[config.mk]
export PLATFORM = sky130hd
export DESIGN_NAME = dualctx_cfg_mem
export DESIGN_NICKNAME = d
export VERILOG_FILES = /design/src/rtl/cfg_pkg.sv /design/src/rtl/cfg_shift_chain.sv /design/src/rtl/cfg_commit_seq.sv /design/src/rtl/cfg_nv_bank.sv /design/src/rtl/dualctx_cfg_mem.sv
export SDC_FILE = /design/constraint.sdc
export NUM_CORES = 1
export LEC_CHECK = 0
export ABC_AREA = 1
export BUFFER_PORTS_ARGS = -buffer_cell sky130_fd_sc_hd__buf_2
export CAP_MARGIN = 30
export CORE_ASPECT_RATIO = 1.5
export CORE_MARGIN = 1.5
export CORE_UTILIZATION = 39
export DETAILED_ROUTE_END_ITERATION = 16
export SYNTH_ARGS = -nofsm -noshare
export SYNTH_HDL_FRONTEND = slang
export SYNTH_SLANG_ARGS = --single-unit
[constraint.sdc]
create_clock -name clk -period 4.32 [get_ports clk]
set_input_delay 0.432 -clock clk [delete_from_list [all_inputs] [get_ports clk]]
set_output_delay 0.432 -clock clk [all_outputs]
set_load 0.05 [all_outputs]
[src/rtl/cfg_pkg.sv]
// Shared types for the dual-context configuration memory.
package cfg_pkg;
    // Write phase of one group: set heats bits whose volatile value is 1, clear heats the 0s.
    typedef enum logic {
        PH_SET = 1'b0,
        PH_CLR = 1'b1
    } wr_phase_e;
endpackage

[src/rtl/cfg_shift_chain.sv]
// Volatile configuration image loaded MSB-first, one bit per accepted cycle.
// Assumes: hold is high for the whole of a commit; a count of N marks a full image.
module cfg_shift_chain #(
    parameter int N = 256
) (
    input  logic         clk,
    input  logic         rst_n,
    input  logic         valid,
    input  logic         din,
    input  logic         hold,
    output logic [N-1:0] vol,
    output logic         full
);
    localparam int CNTW = $clog2(N + 1);

    logic [N-1:0]    vol_q;
    logic [CNTW-1:0] cnt_q;
    logic            accept;

    assign accept = valid & ~hold;

    // Shift the image and count accepted bits, wrapping after a full image.
    always_ff @(posedge clk) begin
        if (!rst_n) begin
            vol_q <= '0;
            cnt_q <= '0;
        end else if (accept) begin
            vol_q <= {vol_q[N-2:0], din};
            cnt_q <= (cnt_q == CNTW'(N)) ? CNTW'(1) : cnt_q + CNTW'(1);
        end
    end

    assign vol  = vol_q;
    assign full = (cnt_q == CNTW'(N));

    // the image is frozen during a commit.
    p_hold_freeze_r7: assert property (@(posedge clk) disable iff (!rst_n)
        hold |=> $stable(vol_q));

    // one more accepted bit after a full image restarts the count.
    p_full_wrap_r3: assert property (@(posedge clk) disable iff (!rst_n)
        (full && accept) |=> !full);
endmodule

[src/rtl/cfg_commit_seq.sv]
// Commit sequencer: walks groups in ascending order, each with a set then a clear phase
// of WRITE_CYCLES cycles. Only one group owns the shared write generator at a time.
// Assumes: start is ignored while a commit runs.
module cfg_commit_seq
    import cfg_pkg::*;
#(
    parameter int NUM_GROUPS   = 4,
    parameter int WRITE_CYCLES = 4
) (
    input  logic                  clk,
    input  logic                  rst_n,
    input  logic                  start,
    output logic                  busy,
    output logic [NUM_GROUPS-1:0] grp_oh,
    output logic                  set_phase,
    output logic                  upd,
    output logic                  done
);
    localparam int GIW = (NUM_GROUPS > 1) ? $clog2(NUM_GROUPS) : 1;
    localparam int CW  = (WRITE_CYCLES > 1) ? $clog2(WRITE_CYCLES) : 1;

    logic           busy_q;
    logic [GIW-1:0] grp_q;
    logic [CW-1:0]  cnt_q;
    wr_phase_e      ph_q;
    logic           last_cyc;

    assign last_cyc = (cnt_q == CW'(WRITE_CYCLES - 1));

    // Advance the cycle counter, phase and group index through the commit.
    always_ff @(posedge clk) begin
        if (!rst_n) begin
            busy_q <= 1'b0;
            grp_q  <= '0;
            cnt_q  <= '0;
            ph_q   <= PH_SET;
        end else if (!busy_q) begin
            if (start) begin
                busy_q <= 1'b1;
                grp_q  <= '0;
                cnt_q  <= '0;
                ph_q   <= PH_SET;
            end
        end else if (last_cyc) begin
            cnt_q <= '0;
            if (ph_q == PH_SET) begin
                ph_q <= PH_CLR;
            end else begin
                ph_q <= PH_SET;
                if (grp_q == GIW'(NUM_GROUPS - 1)) busy_q <= 1'b0;
                else                               grp_q  <= grp_q + GIW'(1);
            end
        end else begin
            cnt_q <= cnt_q + CW'(1);
        end
    end

    // Decode the active group into one enable per group.
    for (genvar g = 0; g < NUM_GROUPS; g++) begin : g_oh
        assign grp_oh[g] = busy_q && (grp_q == GIW'(g));
    end

    assign busy      = busy_q;
    assign set_phase = busy_q && (ph_q == PH_SET);
    assign upd       = busy_q && last_cyc;
    assign done      = upd && (ph_q == PH_CLR) && (grp_q == GIW'(NUM_GROUPS - 1));

    // at most one group drives the shared generator.
    p_one_group_r5: assert property (@(posedge clk) disable iff (!rst_n)
        $onehot0(grp_oh));

    // group changes during a commit step up by exactly one.
    p_grp_ascend_r5: assert property (@(posedge clk) disable iff (!rst_n)
        (busy_q && $past(busy_q) && grp_q != $past(grp_q)) |-> (grp_q == $past(grp_q) + GIW'(1)));
endmodule

[src/rtl/cfg_nv_bank.sv]
// Modelled non-volatile latches. They have no reset, so their contents survive rst_n.
// A group is written at the end of each phase. Set heats the latches whose volatile
// bit is 1 and drives 1; clear heats those whose bit is 0 and drives 0.
// Assumes: upd lasts one cycle per phase and grp_oh is one-hot while upd is high.
module cfg_nv_bank #(
    parameter int NUM_GROUPS = 4,
    parameter int GROUP_W    = 64
) (
    input  logic                          clk,
    input  logic                          upd,
    input  logic                          set_phase,
    input  logic [NUM_GROUPS-1:0]         grp_oh,
    input  logic [NUM_GROUPS*GROUP_W-1:0] vol,
    output logic [NUM_GROUPS*GROUP_W-1:0] nv
);
    for (genvar g = 0; g < NUM_GROUPS; g++) begin : g_grp
        logic [GROUP_W-1:0] lat_q;
        logic [GROUP_W-1:0] vg;

        assign vg = vol[g*GROUP_W +: GROUP_W];

        // Apply the heated-bit write of this group at the end of each phase.
        always_ff @(posedge clk) begin
            if (upd && grp_oh[g]) begin
                if (set_phase) lat_q <= lat_q | vg;
                else           lat_q <= lat_q & vg;
            end
        end

        assign nv[g*GROUP_W +: GROUP_W] = lat_q;
    end
endmodule

[src/rtl/dualctx_cfg_mem.sv]
// Top level: the volatile shift chain, the latch bank and the commit sequencer, plus the
// context selector that picks which copy drives cfg_out. Select strobes that arrive during
// a commit are held and applied when the commit ends.
module dualctx_cfg_mem #(
    parameter int NUM_GROUPS   = 4,
    parameter int GROUP_W      = 64,
    parameter int WRITE_CYCLES = 4
) (
    input  logic                          clk,
    input  logic                          rst_n,
    input  logic                          sh_valid,
    input  logic                          sh_bit,
    output logic                          sh_full,
    input  logic                          commit_req,
    input  logic                          sel_wr,
    input  logic                          sel_nv,
    output logic                          busy,
    output logic [NUM_GROUPS-1:0]         grp_wr_en,
    output logic                          wr_set_phase,
    output logic                          ctx_nv,
    output logic [NUM_GROUPS*GROUP_W-1:0] cfg_out
);
    localparam int N = NUM_GROUPS * GROUP_W;

    logic [N-1:0] vol;
    logic [N-1:0] nv;
    logic         upd;
    logic         done;
    logic         ctx_q;
    logic         pend_q;
    logic         pend_val_q;

    cfg_shift_chain #(.N(N)) u_chain (
        .clk   (clk),
        .rst_n (rst_n),
        .valid (sh_valid),
        .din   (sh_bit),
        .hold  (busy),
        .vol   (vol),
        .full  (sh_full)
    );

    cfg_commit_seq #(.NUM_GROUPS(NUM_GROUPS), .WRITE_CYCLES(WRITE_CYCLES)) u_seq (
        .clk       (clk),
        .rst_n     (rst_n),
        .start     (commit_req),
        .busy      (busy),
        .grp_oh    (grp_wr_en),
        .set_phase (wr_set_phase),
        .upd       (upd),
        .done      (done)
    );

    cfg_nv_bank #(.NUM_GROUPS(NUM_GROUPS), .GROUP_W(GROUP_W)) u_nv (
        .clk       (clk),
        .upd       (upd),
        .set_phase (wr_set_phase),
        .grp_oh    (grp_wr_en),
        .vol       (vol),
        .nv        (nv)
    );

    // Track the active context and hold select strobes that arrive during a commit.
    always_ff @(posedge clk) begin
        if (!rst_n) begin
            ctx_q      <= 1'b1;
            pend_q     <= 1'b0;
            pend_val_q <= 1'b1;
        end else if (!busy) begin
            if (sel_wr) ctx_q <= sel_nv;
        end else if (done) begin
            pend_q <= 1'b0;
            if (sel_wr)      ctx_q <= sel_nv;
            else if (pend_q) ctx_q <= pend_val_q;
        end else if (sel_wr) begin
            pend_q     <= 1'b1;
            pend_val_q <= sel_nv;
        end
    end

    assign ctx_nv  = ctx_q;
    assign cfg_out = ctx_q ? nv : vol;

    // the active context cannot change between two busy cycles.
    p_ctx_defer_r8: assert property (@(posedge clk) disable iff (!rst_n)
        (busy && $past(busy)) |-> $stable(ctx_q));

    // a commit ends with busy falling on the cycle after done.
    p_done_ends_r4: assert property (@(posedge clk) disable iff (!rst_n)
        done |=> !busy);
endmodule

Word level (Yosys, flattened, before mapping)
Cells that the tools add are included.
{ "totals": {"reg_bits": 530, "inputBits": 7, "out_inout_bits": 264, "wordCells": 88} }
{ "op_classes": {"n_addsub": 3, "n_eq_ne": 10, "muxes": 29, "n_bitwise": 12, "reduce_logical": 21} }
{ "ops": {"columns": ["operator", "n"], "rows": [
  ["bitwise AND 64 bit", 4],
  ["2-to-1 mux 256 bit", 1],
  ["2-to-1 mux 64 bit", 4],
  ["OR 64 bit", 4],
  ["2-to-1 mux 1 bit", 16],
  ["2-to-1 mux 2 bit", 7],
  ["logical AND 1 bit", 12],
  ["adder 9 x 1 -> 9 bit (second input constant)", 1],
  ["equality test 9 bit (second input constant)", 1],
  ["2-to-1 mux 9 bit", 1],
  ["!= test 2 bit (second input constant)", 4],
  ["equality test 2 bit (second input constant)", 3],
  ["AND reduction 3 bit", 2],
  ["nonzero test 2 bit", 3],
  ["adder 2 x 1 -> 2 bit (second input constant)", 2],
  ["AND reduction 2 bit", 2],
  ["AND reduction 4 bit", 1],
  ["!= test 3 x 2 -> 1 bit (second input constant)", 1],
  ["NOT 1 bit", 3],
  ["equality test 2 x 1 -> 1 bit (second input constant)", 1],
  ["logical NOT 2 bit", 1],
  ["bitwise AND 1 bit", 1]
]} }

Longest topological paths before layout
{ "depth": {"word_depth": 6, "ltp_mapped": 8, "mapped_depth_nobuf": 7} }

By module
Synthesis repeated with hierarchy kept, for this count alone.
{ "unflattened": {"hier_cells": 2611, "hier_area_um2": 25184.2} }
{ "modules_own_cells": {"columns": ["mod", "instances", "cells_per_inst", "area_per_inst_um2", "seq_area_each_um2"], "rows": [
  ["cfg_nv_bank", 1, 1061, 11233.3, 7687.4],
  ["cfg_shift_chain", 1, 1183, 9282.7, 5305.1],
  ["dualctx_cfg_mem", 1, 309, 4256.6, 60.1],
  ["cfg_commit_seq", 1, 58, 411.6, 120.1]
]} }

Least setup slack after synthesis
OpenSTA, ideal clock, no wires.
{ "synth_path": {"path_kind": "register to register", "from": "register u_seq.busy_q, in the netlist u_seq.busy", "to": "register u_nv.g_grp[0].lat_q[0] (enable)", "setup_time_ns": 0.487, "arrival_ns": 3.833, "required_ns": 3.833, "path_slack_ns": 0.001, "path_stages_with_launch": 4, "n_path_buf": 1, "synth_period_minus_slack_ns": 4.319, "cell_sequence": "dfxtp_1 > clkbuf_1 > nand2_1 > nor2_1"} }
{ "synth_via": {"elab_chain_len": 2, "word_cells_on_any_way": 3, "classes_between": "3 x reduce/logical"} }
{ "synth_rtl": {"columns": ["element", "line", "rtl"], "rows": [
  ["from (decl)", "cfg_commit_seq.sv:22", "logic busy_q;"],
  ["from (signal assigned)", "cfg_commit_seq.sv:33", "busy_q <= 1'b0;"],
  ["from (signal assigned)", "cfg_commit_seq.sv:39", "busy_q <= 1'b1;"],
  ["from (signal assigned)", "cfg_commit_seq.sv:50", "if (grp_q == GIW'(NUM_GROUPS - 1)) busy_q <= 1'b0;"],
  ["logical AND 1 bit, on equally long branches", "cfg_commit_seq.sv:65, cfg_commit_seq.sv:60", null],
  ["logical AND 1 bit *", "cfg_nv_bank.sv:24", "if (upd && grp_oh[g]) begin"],
  ["to (signal assigned)", "cfg_nv_bank.sv:25", "if (set_phase) lat_q <= lat_q | vg;"],
  ["to (signal assigned)", "cfg_nv_bank.sv:26", "else lat_q <= lat_q & vg;"],
  ["to (decl)", "cfg_nv_bank.sv:17", "logic [GROUP_W-1:0] lat_q;"]
]} }
Every way passes the cells marked *; elsewhere a longest branch is shown, timed or not.
A chain may end at the register's enable or synchronous reset.

Worst setup path after layout
{ "layout_path": {"from": "register ctx_q, in the netlist ctx_nv", "to": "output cfg_out[59]"} }
{ "layout_via": {"elab_chain_len": 1} }
{ "layout_rtl": {"columns": ["element", "line", "rtl"], "rows": [
  ["from (decl)", "dualctx_cfg_mem.sv:29", "logic ctx_q;"],
  ["from (signal assigned)", "dualctx_cfg_mem.sv:70", "if (sel_wr) ctx_q <= sel_nv;"],
  ["from (signal assigned)", "dualctx_cfg_mem.sv:73", "if (sel_wr) ctx_q <= sel_nv;"],
  ["from (signal assigned)", "dualctx_cfg_mem.sv:74", "else if (pend_q) ctx_q <= pend_val_q;"],
  ["2-to-1 mux 256 bit", "dualctx_cfg_mem.sv:82", "assign cfg_out = ctx_q ? nv : vol;"],
  ["to (decl)", "dualctx_cfg_mem.sv:21", "output logic [NUM_GROUPS*GROUP_W-1:0] cfg_out"]
]} }
Every way passes these cells.

==> impl_metrics.yaml <==
final_layout:
  post-route-util: 0.458
  final_cell_mix: "o21ai_0 (519), nand2_1 (300), inv_1 (283)"
  final_area_mm2: 0.0265
  syn_to_final_growth_pct: 15.7
  drive_gt1_frac: 0.148
  diodes: 0
  num-nets-final: 2573
  layout_commonest_cell: "o21ai_0"
min_path:
  worst_hold_path.endpoint: "pend_val_q$_SDFFE_PN1P_"
  hold_depth: 3
  hold_class: "input pin to register"
  hp-start: "sel_nv"
setup_path:
  reg2reg_to: "u_nv.g_grp[1].lat_q[17]$_DFFE_PP_"
  r2r-start: "u_seq.busy$_SDFF_PN0_"
  reg2reg_depth: 3
  crit_slowest_cell: "dfxtp_4"
  path_class: "register to output port"
  crit_family: "flip-flops"
  slowest_delay_ps: 860
  crit_required_ps: 3890
  worst_setup_path_end_kind: "output port"
  critPathMaxFanout: 90
  cp-start-kind: "register"
  arrival_ps: 2550
  r2r_slack_ps: 1760
  cp_cell_sequence: "buf_12 -> nand2_1 -> o21ai_0 -> buf_2"
  cp_num_buf_inv: 2
  worst-path-stages: 4
placement:
  pre_cts_ws_ps: 1780
  port_buffers: 270
  gp_congestion: 0.798
  dp_hpwl_um: 33600
  place_area_mm2: 0.0249
drt:
  wl_um: 54400
  drtPass1Iterations: 5
  met3_length_um: 2830
  routedLengthMet1_um: 24200
  vias_per_cell: 5.06
  drt_iter0_markers: 1031
  top_layer: "met5"
  ant_nets: 0
  drc: 0
  wl_per_cell_um: 16.1
  met2_length_um: 25900
  num_vias: 17083
cts:
  cts-resized-gates: 0
  clk_latency_ps: 600
  cts_tree: "done"
  clockBufferDepth: 3
  htree_levels: 2
  clock_tree.root_cell: "clkbuf_16"
  cts.clk_slew.worst_paths_ps: 70
  cts_buffers: 52
  cts_hold_buf: 0
  cts_post_setup_buffers_inserted: 0
  cts.sinks: 530
pwr:
  power_leakage_nw: 10.1
  power.internal_mw: 8.37
  p_clk_frac: 0.389
  p_sw_frac: 0.282
  powerDensity_mw_per_mm2: 439
  ir_drop_v: 0.000393
  switchingPower_mw: 3.29
  share_comb_of_total_power: 0.130
  power.share.sequential: 0.482
sta:
  drv_slew: 0
  setup_viol: 0
  relSlewSlack: 0.372
  finalClockSkew_ps: 18.5
  hold_viol_final: 0
  max_slew.worst_pin.slew_ps: 942
  setup_tns_ps: 0
  fmax_mhz: 336
  rsz0062_at_grt: "no"
  fin_ws_ps: 1340
  layout_min_cycle_time_ps: 2980
  period_share: 0.689
  holdWs_ps: 91.0
yosys:
  synth_seq_cells: 530
  avgSynthCellArea_um2: 9.65
  synthDistinctLibCells: 21
  ys_warn_count: 0
  syn_area_mm2: 0.0229
  syn_inst: 2378
  yosysSeqAreaShare: 0.574
  syn-num-nets: 2392
die:
  start_util: 0.396
  fp.dieW_um: 201
  core_mm2: 0.0580
  die_area_mm2: 0.0603
  fp-row-count: 108
  die_h_um: 300
  pin_count: 271
global_routing:
  grt_max_degree: 116
  grt_overflow: 0
  antenna_found_initial: 1
  grt_pass1_wl_um: 87800
  grtUsageTotal: 0.176
  grt_pass1_vias: 16649
status:
  status: "finished clean"
run:
  maxCapViolCount: 0
[power groups by stage]
stage,logic [mW],clock network [mW],registers (mW)
after floorplan,1.20,0,5.68
after global placement,1.50,0,5.72
after detailed placement,1.53,0,5.72
after CTS,1.53,4.67,5.62
after global routing,1.66,4.85,5.64
final,1.51,4.53,5.62
[area by class of cell]
class,count,area [µm²]
fillers,5470,31400
flip-flops and latches,530,13200
multi-input cells,1390,7950
repair buffers,300,1730
clock buffers,73,1440
inverters,285,1080
well taps,770,963
clock inverters,25,214
[sequential cells by signal, indices dropped and copies added (netlist names)]
register / flops
u_chain.vol: 256
u_nv.g_grp.lat_q: 256
u_seq.busy: 1
u_seq.cnt_q: 2
pend_val_q: 1
ctx_nv: 1
u_seq.ph_q: 1
u_seq.grp_q: 2
u_chain.cnt_q: 9
pend_q: 1
[through the flow]
| stage | instances | total power, mW |
|---|---|---|
| after global placement | 3274 | 7.22 |
| after CTS | 3372 | 11.8 |
| final | 3373 | 11.7 |
| after floorplan | 2378 | 6.88 |
| after global routing | 3373 | 12.1 |
| after detailed placement | 3274 | 7.26 |
[Yosys cell counts]
cell      count  area [µm²]
a21oi_1     260        1300
a31oi_1       2        12.5
buf_1        14        52.6
buf_2        34         170
buf_4        27         203
clkbuf_1     98         368
dfxtp_1     274        5490
edfxtp_1    256        7690
ha_1          7        87.6
inv_1       283        1060
inv_2         2        7.51
maj3_1      256        2560
nand2_1     301        1130
nand3_1      10        50.1
nand4_1       5        31.3
nor2_1       25        93.8
nor3b_1       1        7.51
o211ai_1      1        7.51
o21ai_0     519        2600
or2_4         1        8.76
xor2_1        2        17.5
[per-layer routing]
metal | global-route usage | up-vias
li1 | - | 8469
met1 | 0.224 | 8192
met2 | 0.298 | 334
met3 | 0.0366 | 86
met4 | 0.0585 | 2
met5 | 0 | -
[tightest hold or removal path: cells and delay by family]
kind | cells | cell delay, ps
buf+inv | 1 | 80
simple gates | 2 | 150
[cell families (layout without fill, tap and decap cells)]
family                   after synthesis  in the layout  share of synthesized area
XOR/XNOR                               2              2                   0.000764
AO/OA/AOI/OAI                        782            782                      0.171
flip-flops                           530            530                      0.574
AND/OR/NAND/NOR                      343            343                     0.0576
adder cells (fa/ha/maj)              263            263                      0.116
buffers and inverters                458            683                     0.0812
[worst max path at each step]
| stage | startpoint | endpoint |
|---|---|---|
| floorplan | u_seq.busy$_SDFF_PN0_ | u_nv.g_grp[0].lat_q[0]$_DFFE_PP_ |
| global placement | u_seq.busy$_SDFF_PN0_ | u_nv.g_grp[1].lat_q[17]$_DFFE_PP_ |
| detailed placement | u_seq.busy$_SDFF_PN0_ | u_nv.g_grp[1].lat_q[18]$_DFFE_PP_ |
| CTS | ctx_nv$_SDFFE_PN1P_ | cfg_out[143] |
| global route | ctx_nv$_SDFFE_PN1P_ | cfg_out[86] |
| finish | ctx_nv$_SDFFE_PN1P_ | cfg_out[59] |
Power figures use the tool's default switching activity.
